File: config.mk
export PLATFORM = sky130hd
export DESIGN_NAME = fev_seq
export DESIGN_NICKNAME = d
export VERILOG_FILES = /design/src/rtl/fev_seq.sv
export SDC_FILE = /design/constraint.sdc
export NUM_CORES = 1
export LEC_CHECK = 0
export BUFFER_PORTS_ARGS = -buffer_cell sky130_fd_sc_hd__buf_2
export CAP_MARGIN = 10
export CORE_ASPECT_RATIO = 0.7
export CORE_MARGIN = 2
export CORE_UTILIZATION = 57
export CTS_BUF_LIST = sky130_fd_sc_hd__clkbuf_2 sky130_fd_sc_hd__clkbuf_4 sky130_fd_sc_hd__clkbuf_8
export CTS_CLUSTER_SIZE = 8
export DETAILED_ROUTE_END_ITERATION = 8
export PLACE_DENSITY = 0.89
export RECOVER_POWER = 100
export SYNTH_ARGS = -nofsm -noshare
export SYNTH_HDL_FRONTEND = slang
export SYNTH_SLANG_ARGS = --single-unit
File: constraint.sdc
create_clock -name clk -period 4.95 [get_ports clk]
set_input_delay 0.495 -clock clk [delete_from_list [all_inputs] [get_ports clk]]
set_output_delay 0.495 -clock clk [all_outputs]
set_load 0.1 [all_outputs]
File: src/rtl/fev_seq.sv
module fev_seq #(
  parameter int          CNT_W    = 16,
  parameter int          PHR_W    = 64,
  parameter logic [7:0]  CMD_CODE = 8'h03,
  parameter logic [22:0] ADDR_LO  = 23'h7E0000,
  parameter logic [22:0] ADDR_HI  = 23'h7FFFFF
) (
  input  logic             clk,
  input  logic             rst_n,
  input  logic             prm_wr,
  input  logic [2:0]       prm_idx,
  input  logic [15:0]      prm_data,
  input  logic             launch,
  output logic             done,
  output logic             acc_err,
  output logic             rd_err,
  output logic             rd_unc,
  output logic             mem_req,
  output logic [22:0]      mem_addr,
  input  logic             mem_vld,
  input  logic [PHR_W-1:0] mem_data,
  input  logic             mem_cor,
  input  logic             mem_unc
);

  localparam int SEG_W = 17;
  localparam int SUM_W = (SEG_W > CNT_W + 3 ? SEG_W : CNT_W + 3) + 1;
  localparam logic [SUM_W-1:0] SEG_SIZE = SUM_W'(1) << SEG_W;

  typedef enum logic [1:0] {S_IDLE, S_CHK, S_RD, S_WT} st_t;

  st_t              st;
  logic [15:0]      w0, w1;
  logic [CNT_W-1:0] w2, left;
  logic [2:0]       last_idx;
  logic [22:0]      cur;

  wire [22:0]      start   = {w0[6:0], w1};
  wire [SUM_W-1:0] seg_end = SUM_W'(start[SEG_W-1:0]) + (SUM_W'(w2) << 3);

  wire bad_cmd   = (last_idx != 3'd2) || (w0[15:8] != CMD_CODE);
  wire bad_align = start[2:0] != 3'b000;
  wire bad_range = (start < ADDR_LO) || (start > ADDR_HI);
  wire bad_len   = (w2 == '0) || (seg_end > SEG_SIZE);
  wire bad       = bad_cmd || bad_align || bad_range || bad_len;

  wire phr_bad = (mem_data != {PHR_W{1'b1}}) || mem_cor || mem_unc;

  assign mem_req  = st == S_RD;
  assign mem_addr = cur;

  always_ff @(posedge clk or negedge rst_n) begin
    if (!rst_n) begin
      st       <= S_IDLE;
      done     <= 1'b1;
      acc_err  <= 1'b0;
      rd_err   <= 1'b0;
      rd_unc   <= 1'b0;
      w0       <= '0;
      w1       <= '0;
      w2       <= '0;
      last_idx <= '0;
      cur      <= '0;
      left     <= '0;
    end else begin
      case (st)
        S_IDLE: begin
          if (prm_wr) begin
            last_idx <= prm_idx;
            case (prm_idx)
              3'd0:    w0 <= prm_data;
              3'd1:    w1 <= prm_data;
              3'd2:    w2 <= CNT_W'(prm_data);
              default: ;
            endcase
          end
          if (launch) begin
            done    <= 1'b0;
            acc_err <= 1'b0;
            rd_err  <= 1'b0;
            rd_unc  <= 1'b0;
            st      <= S_CHK;
          end
        end
        S_CHK: begin
          if (bad) begin
            acc_err <= 1'b1;
            done    <= 1'b1;
            st      <= S_IDLE;
          end else begin
            cur  <= start;
            left <= w2;
            st   <= S_RD;
          end
        end
        S_RD: st <= S_WT;
        S_WT: begin
          if (mem_vld) begin
            rd_err <= rd_err | phr_bad;
            rd_unc <= rd_unc | mem_unc;
            if (left == CNT_W'(1)) begin
              done <= 1'b1;
              st   <= S_IDLE;
            end else begin
              left <= left - CNT_W'(1);
              cur  <= cur + 23'd8;
              st   <= S_RD;
            end
          end
        end
        default: st <= S_IDLE;
      endcase
    end
  end

endmodule

==> results of run 1 <==
==> synthesized netlist by cell type, types with 4 or more instances <==
master,n
a21o_1,8
o21ai_0,15
o22a_1,10
nand4_1,20
or4_1,5
clkbuf_1,19
and4_1,4
o211ai_1,14
ha_1,17
and2_1,10
nand2_1,37
o22ai_1,5
nor2b_1,7
nor3_1,17
dfrtp_1,94
nor4_1,11
and3_1,7
o21ai_1,5
inv_1,13
a2bb2oi_1,9
a31oi_1,17
nor3b_1,5
mux2_2,50
buf_2,7
a22oi_1,4
a21oi_1,52
nor2_1,39
nand3_1,31
nand2b_1,6
a2111oi_0,4
==> worst min path at each step <==
stage,to,depth (start not counted)
detailed placement,mem_addr[0],1
global route,done,2
floorplan,acc_err,0
CTS,mem_addr[3],1
finish,done,2
global placement,mem_addr[2],1
==> worst max-delay path, stage by stage, from the launching register on <==
cell       delay, ps
dfrtp_1          440
ha_1             240
fa_1             410
a21o_1           250
a221oi_1         440
xnor2_1          180
nand4_1          190
a2111oi_4        410
or4b_1           490
clkbuf_2         500
nand2_1          510
a2bb2oi_1        130
==> layout make-up <==
cell class / instances / area (um^2) / area share (%)
multi-input combinational: 466 / 3230 / 49.0
timing repair buffer: 122 / 582 / 8.84
inverter: 13 / 48.8 / 0.742
clock inverter: 6 / 51.3 / 0.780
tap: 128 / 160 / 2.43
clock buffer: 10 / 131 / 2.00
sequential: 95 / 2380 / 36.2
==> metal layers <==
layer / up-vias / GRT usage [%] / part of all wire, %
li1: 2536 / - / -
met1: 2690 / 42.6 / 43
met2: 300 / 49.5 / 44
met3: 26 / 10.7 / 11
met4: 0 / 8.27 / 1.4
met5: - / 0 / 0
==> sequential cells by signal, indices dropped and copies added (netlist names), 2 cells and up <==
signal / cells
last_idx: 3
left: 16
mem_addr: 23
st: 2
w0: 15
w1: 16
w2: 16
==> logic make-up (layout without fill, tap and decap cells) <==
family,Yosys count,count (layout)
compound gates,176,176
mux,52,52
xor+xnor,4,4
fa+ha+maj,18,18
buf+inv,45,151
flops,95,95
simple gates,216,216
==> metrics by stage <==
step	setup WS, ps	total power, uW	cells	hold WS, ps
3_5_place_dp	798	1670	824	474
5_1_grt	531	2230	840	290
4_1_cts	778	2160	840	127
2_1_floorplan	1490	1490	606	199
3_3_place_gp	916	1650	824	463
6_report	594	2150	840	295
==> power by group <==
group | switching (uW) | leakage [uW] | internal [uW]
registers | 110 | 0.00121 | 855
clock network | 299 | 0.0000970 | 198
logic | 533 | 0.00172 | 152
==> impl_metrics.csv, run 1 <==
group,metric,value,unit
synth,syn_area,5810,um^2
sta,post-route-min-period,4360,ps
sta,finClkSkew,10.9,ps
final_layout,layout_common_cells,"94 x dfrtp_1, 88 x buf_2, 52 x a21oi_1, 50 x mux2_2, 39 x nor2_1",
cts,clockBufferDepth,2,
synth,yosys_most_used_dff,"dfrtp_1",
sta,fin_crit_sh,88.0,%
placement,port_buffers,117,
worst_setup_path,critical_path_class,"register to register",
worst_setup_path,critPathMaxFanout,37,
placement,placed_area,6450,um^2
synth,synthMuxAreaShare,10.0,%
worst_setup_path,reg2reg_depth,11,
global_route,grt_pass1_wl,27300,um
floorplan,start_util,59.3,%
outcome,violations,"max-capacitance violations, max-slew violations",
synth,synth.distinct_cells,72,
worst_setup_path,required,5190,ps
synth,synth-simple-area-share,19.9,%
synth,synth_compound_area_share,20.9,%
routing,firstDrtPassIters,5,
routing,drt_iter0_markers,558,
worst_setup_path,rrSetupSlack,590,ps
routing,drc,0,
cts,cts_root_buffer,"clkbuf_8",
cts,cts-buffers-inserted,9,
placement,dp_hpwl,12700,um
worst_setup_path,r2r-start,"w1[3]",
power_and_ir_drop,p_leak,0.00303,uW
global_route,grt_pass1_vias,5269,
final_layout,finish.utilization,67.2,%
synth,yosys.area.top_type,"dfrtp_1",
final_layout,nNetsFinal,815,
cts,clk_pin_slew_worst_paths,100,ps
sta,hold_violations,0,
sta,rsz0062_at_grt,"no",
global_route,antenna_found_initial,0,
worst_setup_path,endpoint,"mem_addr[5]",
routing,vias,5552,
cts,clock_sinks,95,
final_layout,areaGrowthSynthToFinish,13.3,%
global_route,gr-total-overflow,0,
hold_path,min_from,"launch",
synth,synth_xor_area_share,0.603,%
floorplan,coreArea,9800,um^2
cts,htree_num_levels,3,
synth,syn_area_per_cell,9.58,um^2
final_layout,final_cell_area,6580,um^2
synth,ys_seq_area_share,41.0,%
routing,ant_nets,0,
floorplan,die_x,125,um
routing,via_per_inst,6.61,
sta,max_slew_margin,-64.4,%
worst_setup_path,endpoint_kind,"register",
worst_setup_path,timing.critical_path.from,"w1[3]",
power_and_ir_drop,power_density,326,nW/um^2
final_layout,antenna_cells,0,
floorplan,fp.dieH,88.4,um
floorplan,fp.dieArea,11000,um^2
global_route,grt_max_degree,54,
final_layout,n_fill_cell,770,
synth,synth.net_count,714,
synth,synthAdderAreaFrac,4.01,%
sta,slew_viol_final,60,
routing,postRouteWirelength,17200,um
cts,clock_latency,380,ps
cts,tritoncts,"built",
sta,tightestPinTransition,2470,ps
power_and_ir_drop,peakVddDrop,0.000210,V
floorplan,ios,118,
outcome,status,"finished with violations",
sta,max_freq,230,MHz
floorplan,row_count,30,
hold_path,hp-class,"input pin to register",
final_layout,final_common_cell,"dfrtp_1",
synth,synth_edf_count,0,
final_layout,drive_above_1_share,24.7,%
sta,tns,0,ps
sta,setup_viol,0,
cts,cts-resized-gates,0,
worst_setup_path,cp-start-kind,"register",
cts,postCtsSetupBuffers,0,
synth,synth.top_cell.area_share,40.5,%
synth,synthesis.instances,606,
synth,synth_warnings,0,
routing,avgRoutedWirePerCell,20.5,um
job,max_cap_viol_count,2,
worst_setup_path,r2r_end,"mem_addr[5]",
synth,synth_top_family_by_area,"compound AO/OA/AOI/OAI gates",
synth,async_flop_share,100,%
synth,ys_seq_elements,95,
placement,gp_congestion,1.02,
global_route,grtUsageTotal,31.5,%
cts,ctsHoldBuffers,0,
synth,ys_top_cells_by_area,"dfrtp_1 41%, mux2_2 9.7%, a21oi_1 4.5%, ha_1 3.7%, nand3_1 2.7%",
worst_setup_path,worst_ep_arrival_time,4600,ps
Note: power is estimated with default switching activity, not from simulation.
==> inputs of run 2 (changes only) <==
--- a/config.mk
+++ b/config.mk
@@ -5,6 +5,7 @@
 export SDC_FILE = /design/constraint.sdc
 export NUM_CORES = 1
 export LEC_CHECK = 0
+export ABC_AREA = 1
 export BUFFER_PORTS_ARGS = -buffer_cell sky130_fd_sc_hd__buf_2
 export CAP_MARGIN = 10
 export CORE_ASPECT_RATIO = 0.7
==> run 2 against run 1 <==
Compared with the run above: the run still ends with max-capacitance violations, max-slew violations left; clock skew shrank 0.61 ps; sequential share of layout area shrank 0.062 points; flip-flop and latch count is the same; wire length shrank 4.8%; combinational power grew 150%; via count grew 7.3%; synthesized cell count grew 35%; global-route usage shrank 0.66 points; maximum frequency grew 9.4%; clock power shrank 3%; worst hold slack gained 66 ps; critical path type unchanged; critical endpoint is now done.
==> impl_metrics.csv, run 2 <==
group,metric,value,unit
routing,avgRoutedWirePerCell,15.6,um
final_layout,seqCellArea,2380,um^2
routing,vias,5958,
floorplan,die_x,125,um
hold_path,hp-class,"input pin to register",
sta,setup_viol,0,
sta,finClkSkew,10.3,ps
cts,ctsHoldBuffers,0,
final_layout,finish.utilization,67.0,%
power_and_ir_drop,p_leak,0.00339,uW
worst_setup_path,rrSetupSlack,970,ps
cts,clock_sinks,95,
sta,fin_crit_sh,80.5,%
floorplan,row_count,30,
synth,yosys_most_used_dff,"dfrtp_1",
routing,ant_nets,0,
final_layout,antenna_cells,0,
placement,dp_hpwl,12700,um
sta,max_freq,251,MHz
sta,hold_violations,0,
final_layout,final_common_cell,"nand2_1",
synth,yosysMostFrequentCell,"nand2_1",
routing,via_per_inst,5.65,
cts,tritoncts,"built",
global_route,grt_max_degree,59,
cts,clockBufferDepth,2,
floorplan,fp.dieH,88.7,um
worst_setup_path,cp-start-kind,"register",
routing,postRouteWirelength,16400,um
sta,slew_viol_final,93,
worst_setup_path,cp_slowest_stage_delay,1580,ps
routing,drc,0,
routing,firstDrtPassIters,5,
synth,ys_seq_area_share,40.7,%
sta,tightestPinTransition,2220,ps
floorplan,coreArea,9830,um^2
synth,syn_area_per_cell,7.14,um^2
cts,cts-resized-gates,0,
floorplan,ios,118,
global_route,antenna_found_initial,0,
final_layout,final_cell_area,6590,um^2
final_layout,nNetsFinal,1030,
final_layout,drive_above_1_share,12.4,%
floorplan,fp.dieArea,11100,um^2
final_layout,n_fill_cell,871,
sta,post-route-min-period,3980,ps
worst_setup_path,endpoint_kind,"register",
power_and_ir_drop,power_density,518,nW/um^2
cts,clk_pin_slew_worst_paths,90,ps
final_layout,multi_input_area,2950,um^2
final_layout,layout_common_cells,"264 x nand2_1, 103 x o21ai_0, 96 x inv_1, 94 x dfrtp_1, 88 x buf_2",
synth,synth.distinct_cells,37,
final_layout,stdcell_count,1054,
synth,synth.net_count,927,
floorplan,start_util,59.5,%
worst_setup_path,cp_cell_sequence,"nand2_1, clkbuf_1, inv_1, nand2_1, o21ai_0, inv_1, nand3_1, nand2_1, nand2_1",
worst_setup_path,required,5260,ps
placement,gp_congestion,0.940,
sta,tns,0,ps
global_route,grtUsageTotal,30.9,%
sta,rsz0062_at_grt,"no",
cts,htree_num_levels,3,
synth,ys_top_cells_by_area,"dfrtp_1 40%, nand2_1 17%, o21ai_0 8.5%, inv_1 6.2%, nand3_1 4.6%",
synth,synth.top_cell.area_share,40.2,%
sta,timing.final.ws_setup,967,ps
power_and_ir_drop,peakVddDrop,0.000369,V
worst_setup_path,slowest_stage,"clkbuf_1",
global_route,grt_pass1_vias,5375,
routing,dr_wl_met2,7110,um
worst_setup_path,crit_family,"buffers and inverters",
synth,synthesis.instances,819,
outcome,status,"finished with violations",
final_layout,areaGrowthSynthToFinish,12.7,%
worst_setup_path,cpMostUsedCell,"nand2_1",
sta,max_slew_margin,-48.0,%
worst_setup_path,critPathMaxFanout,53,
cts,clock_latency,370,ps
cts,cts_root_buffer,"clkbuf_8",
routing,drt_iter0_markers,600,
final_layout,largest_register_ffs,23,
synth,ys_top_cells_by_count,"264 x nand2_1, 99 x o21ai_0, 96 x inv_1",
placement,port_buffers,117,
job,max_cap_viol_count,2,
placement,place_ws,1170,ps
synth,synth_edf_count,0,
cts,postCtsSetupBuffers,0,
placement,placedCellCount,1039,
routing,wl_met1,7220,um
worst_setup_path,critical_path_class,"register to register",
routing,wl_met3,1770,um
synth,syn_area,5850,um^2
placement,placed_area,6470,um^2
global_route,grt_pass1_wl,26900,um
global_route,gr-total-overflow,0,
cts,cts-buffers-inserted,9,
worst_setup_path,critical_path_buf_inv_count,3,
synth,synth_warnings,0,
synth,async_flop_share,100,%
worst_setup_path,worst_ep_arrival_time,4290,ps
synth,yosys.area.top_type,"dfrtp_1",
synth,ys_seq_elements,95,
outcome,violations,"max-capacitance violations, max-slew violations",
routing,routed.top_layer,"met4",
run 2: cell count changes in the layout (fill, tap and decap cells not counted), moves of 11 or more:
cell      delta
a21oi_1     -34
a31oi_1     -12
inv_1       +83
mux2_2      -50
nand2_1    +226
nand3_1     +24
nor2_1      +11
o211ai_1    -14
o21ai_0     +84
xor2_1      +16
run 2: cell type report:
class	instances	area share (%)
multi-input combinational	601	44.8
sequential	95	36.1
timing repair buffer	119	8.47
inverter	96	5.47
tap	128	2.43
clock buffer	12	2.32
clock inverter	3	0.418
run 2: routing by layer:
layer	track usage, %	up-vias
li1	-	2872
met1	42.6	2721
met2	50.6	332
met3	6.35	33
met4	8.38	0
met5	0	-
run 2: kinds of logic (layout without fill, tap and decap cells):
family / Yosys count / in the layout / share of synthesized area [%]
and+or+nand+nor: 431 / 431 / 31.9
AOI/OAI and AO/OA: 132 / 132 / 11.9
buffers and inverters: 123 / 230 / 8.54
DFF: 95 / 95 / 40.7
xor gates and xnor gates: 20 / 20 / 3.00
adders and majority gates: 18 / 18 / 3.98
run 2: report_power, final:
part	leakage [uW]	internal (uW)	switching, uW	total, uW
combinational	0.00202	430	1280	1710
clock	0.0000914	210	273	483
sequential	0.00128	983	231	1210
run 2: metrics by stage:
step                total power, uW  hold WS, ps
detailed placement             2930          453
CTS                            3420         74.1
global placement               2900          451
finish                         3410          362
global route                   3640          353
floorplan                      2540          199
run 2: worst min-delay path, delay by kind of cell:
kind          cells  cell delay, ps
simple gates      2             110
buf+inv           1              90
run 2: final timing paths:
kind                            start          end  depth (start not counted)
max reg2reg                     st[0]         done                          9
min reg2reg                      done         done                          2
max in group asynchronous       rst_n     left[14]                          2
min                        prm_idx[1]  last_idx[1]                          3
max                             st[0]         done                          9
min in group asynchronous       rst_n        w0[3]                          1
==> inputs of run 3 (changes only) <==
--- a/config.mk
+++ b/config.mk
@@ -5,16 +5,16 @@
 export SDC_FILE = /design/constraint.sdc
 export NUM_CORES = 1
 export LEC_CHECK = 0
-export ABC_AREA = 1
+export ABC_AREA = 0
 export BUFFER_PORTS_ARGS = -buffer_cell sky130_fd_sc_hd__buf_2
 export CAP_MARGIN = 10
 export CORE_ASPECT_RATIO = 0.7
 export CORE_MARGIN = 2
-export CORE_UTILIZATION = 57
+export CORE_UTILIZATION = 52
 export CTS_BUF_LIST = sky130_fd_sc_hd__clkbuf_2 sky130_fd_sc_hd__clkbuf_4 sky130_fd_sc_hd__clkbuf_8
 export CTS_CLUSTER_SIZE = 8
 export DETAILED_ROUTE_END_ITERATION = 8
-export PLACE_DENSITY = 0.89
+export PLACE_DENSITY = 0.86
 export RECOVER_POWER = 100
 export SYNTH_ARGS = -nofsm -noshare
 export SYNTH_HDL_FRONTEND = slang
==> constraint.sdc (replaced) <==
create_clock -name clk -period 3.3 [get_ports clk]
set_input_delay 0.33 -clock clk [delete_from_list [all_inputs] [get_ports clk]]
set_output_delay 0.33 -clock clk [all_outputs]
set_load 0.1 [all_outputs]
==> run 3 against run 2 <==
Compared with the run above: the flow finishes with violations (max-capacitance violations, max-slew violations, negative setup slack); die area rose by 8.5%; clock skew rose by 11 ps; total power fell by 2.8%; flip-flop and latch count did not move; maximum frequency rose by 16%; largest power group is now registers.
==> impl_metrics.csv, run 3 (synthesis gave the netlist of run 1 again) <==
group,metric,value,unit
cts,cts_root_buffer,"clkbuf_8",
worst_setup_path,worst_ep_arrival_time,3690,ps
worst_setup_path,rrSetupSlack,-130,ps
sta,timing.final.ws_setup,-135,ps
sta,slew_viol_final,96,
sta,setup_viol,38,
placement,port_buffers,117,
sta,whs,120,ps
cts,clk_pin_slew_worst_paths,100,ps
power_and_ir_drop,clockPowerShare,21.7,%
power_and_ir_drop,p_comb_share,34.1,%
floorplan,row_count,32,
cts,cts-buffers-inserted,9,
sta,post-route-min-period,3430,ps
sta,finClkSkew,21.8,ps
global_route,grt_max_degree,96,
global_route,grtUsageTotal,32.0,%
job,max_cap_viol_count,1,
final_layout,layout_common_cells,"94 x dfrtp_1, 87 x buf_2, 66 x buf_4, 50 x mux2_2, 42 x a21oi_1",
worst_setup_path,reg2reg_depth,11,
worst_setup_path,endpoint_kind,"register",
worst_setup_path,critPathMaxFanout,6,
cts,clock_sinks,95,
power_and_ir_drop,p_sw_share,44.2,%
final_layout,antenna_cells,0,
cts,tritoncts,"built",
sta,hold_violations,0,
global_route,grt_pass1_wl,29600,um
floorplan,start_util,53.1,%
power_and_ir_drop,power_density,447,nW/um^2
floorplan,fp.dieArea,12000,um^2
final_layout,nNetsFinal,884,
global_route,grt_pass1_vias,5624,
power_and_ir_drop,sequentialPowerShare,44.1,%
routing,drt_iter0_markers,811,
sta,tns,-2440,ps
floorplan,die_x,130,um
routing,firstDrtPassIters,5,
floorplan,ios,118,
final_layout,final_common_cell,"dfrtp_1",
routing,ant_nets,0,
placement,dp_hpwl,13700,um
hold_path,hp-class,"input pin to register",
worst_setup_path,critical_path_class,"register to register",
final_layout,areaGrowthSynthToFinish,27.8,%
floorplan,coreArea,10900,um^2
routing,vias,6016,
final_layout,drive_above_1_share,35.9,%
outcome,violations,"max-capacitance violations, max-slew violations, negative setup slack",
routing,postRouteWirelength,19100,um
cts,clock_latency,390,ps
worst_setup_path,r2r_end,"left[3]",
cts,htree_num_levels,3,
global_route,gr-total-overflow,0,
power_and_ir_drop,p_switching,1460,uW
final_layout,n_fill_cell,807,
worst_setup_path,cp-start-kind,"register",
worst_setup_path,endpoint,"left[3]",
sta,max_slew_margin,-59.2,%
final_layout,multi_input_area,3460,um^2
routing,via_per_inst,6.45,
power_and_ir_drop,p_int,1850,uW
worst_setup_path,required,3560,ps
final_layout,largest_register_ffs,23,
outcome,status,"finished with violations",
global_route,antenna_found_initial,1,
routing,avgRoutedWirePerCell,20.5,um
floorplan,fp.dieH,92.4,um
worst_setup_path,r2r-start,"w2[0]",
worst_setup_path,timing.critical_path.from,"w2[0]",
power_and_ir_drop,p_leak,0.00342,uW
sta,rsz0062_at_grt,"yes",
sta,max_freq,291,MHz
cts,ctsHoldBuffers,0,
power_and_ir_drop,peakVddDrop,0.000315,V
cts,clockBufferDepth,2,
final_layout,seqCellArea,2380,um^2
sta,tightestPinTransition,2390,ps
placement,gp_congestion,0.913,
sta,fin_crit_sh,104,%
routing,drc,0,
-- run 3: cell types whose count changed in the layout (fill, tap and decap cells not counted), sizes merged, moves of 9 or more --
cell / delta
o211ai: +14
and2: +9
nand3: -27
nand2: -228
o22a: +10
a2bb2oi: +9
a31oi: +13
a21oi: +35
buf: +71
xor2: -16
inv: -83
o21ai: -83
mux2: +50
nor2: -12
-- run 3: worst max-delay path: stages (launching register included) --
cell	delay, ps
dfrtp_1	380
ha_2	200
fa_2	440
or2_4	230
a221o_1	280
a211oi_2	140
nand4_1	190
a2111oi_4	280
or4b_4	550
and2_4	240
buf_12	150
o22a_1	200
-- run 3: how the worst min path moves through the flow --
stage,startpoint,endpoint,cells after the start
final,launch,done,2
after global routing,launch,done,2
after CTS,rst_n,left[11],2
after detailed placement,rst_n,w1[6],2
after global placement,rst_n,w1[9],2
after floorplan,rst_n,acc_err,0
-- run 3: final cells by class --
| cell class | instances | share of cell area (%) |
|---|---|---|
| clock buffer | 11 | 1.87 |
| clock inverter | 4 | 0.421 |
| inverter | 13 | 0.657 |
| multi-input combinational | 466 | 46.6 |
| sequential | 95 | 32.0 |
| tap | 153 | 2.58 |
| timing repair buffer | 191 | 15.8 |
-- run 3: through the flow --
stage / cell area (um^2) / std cells / power, uW / setup slack [ps] / utilization [%]
2_1_floorplan: 5810 / 606 / 2240 / 8.78 / -
3_3_place_gp: 6970 / 911 / 2480 / -210 / 63.8
3_5_place_dp: 6970 / 911 / 2520 / -294 / 63.8
4_1_cts: 7350 / 931 / 3270 / -223 / 67.3
5_1_grt: 7420 / 933 / 3430 / -218 / 67.9
6_report: 7420 / 933 / 3320 / -135 / 67.9
-- run 3: power by group through the flow --
stage	Combinational, uW	Sequential [uW]	Clock (uW)
after floorplan	315	1920	0
after global placement	1030	1450	0
after detailed placement	1070	1460	0
after CTS	1110	1440	714
after global routing	1180	1480	763
final	1130	1460	721
-- run 3: repair_timing --
item,4_1_cts,5_1_grt
cloned,2,0
buffers inserted,3,2
pin swaps,22,13
setup endpoints to repair,39,42
gates resized for setup,29,22
hold endpoints to repair,0,0
-- run 3: per-layer routing --
metal	wire length, um	track usage (%)
met5	0	0
met4	427	9.59
met3	2040	6.64
met2	8550	46.7
met1	8100	47.8
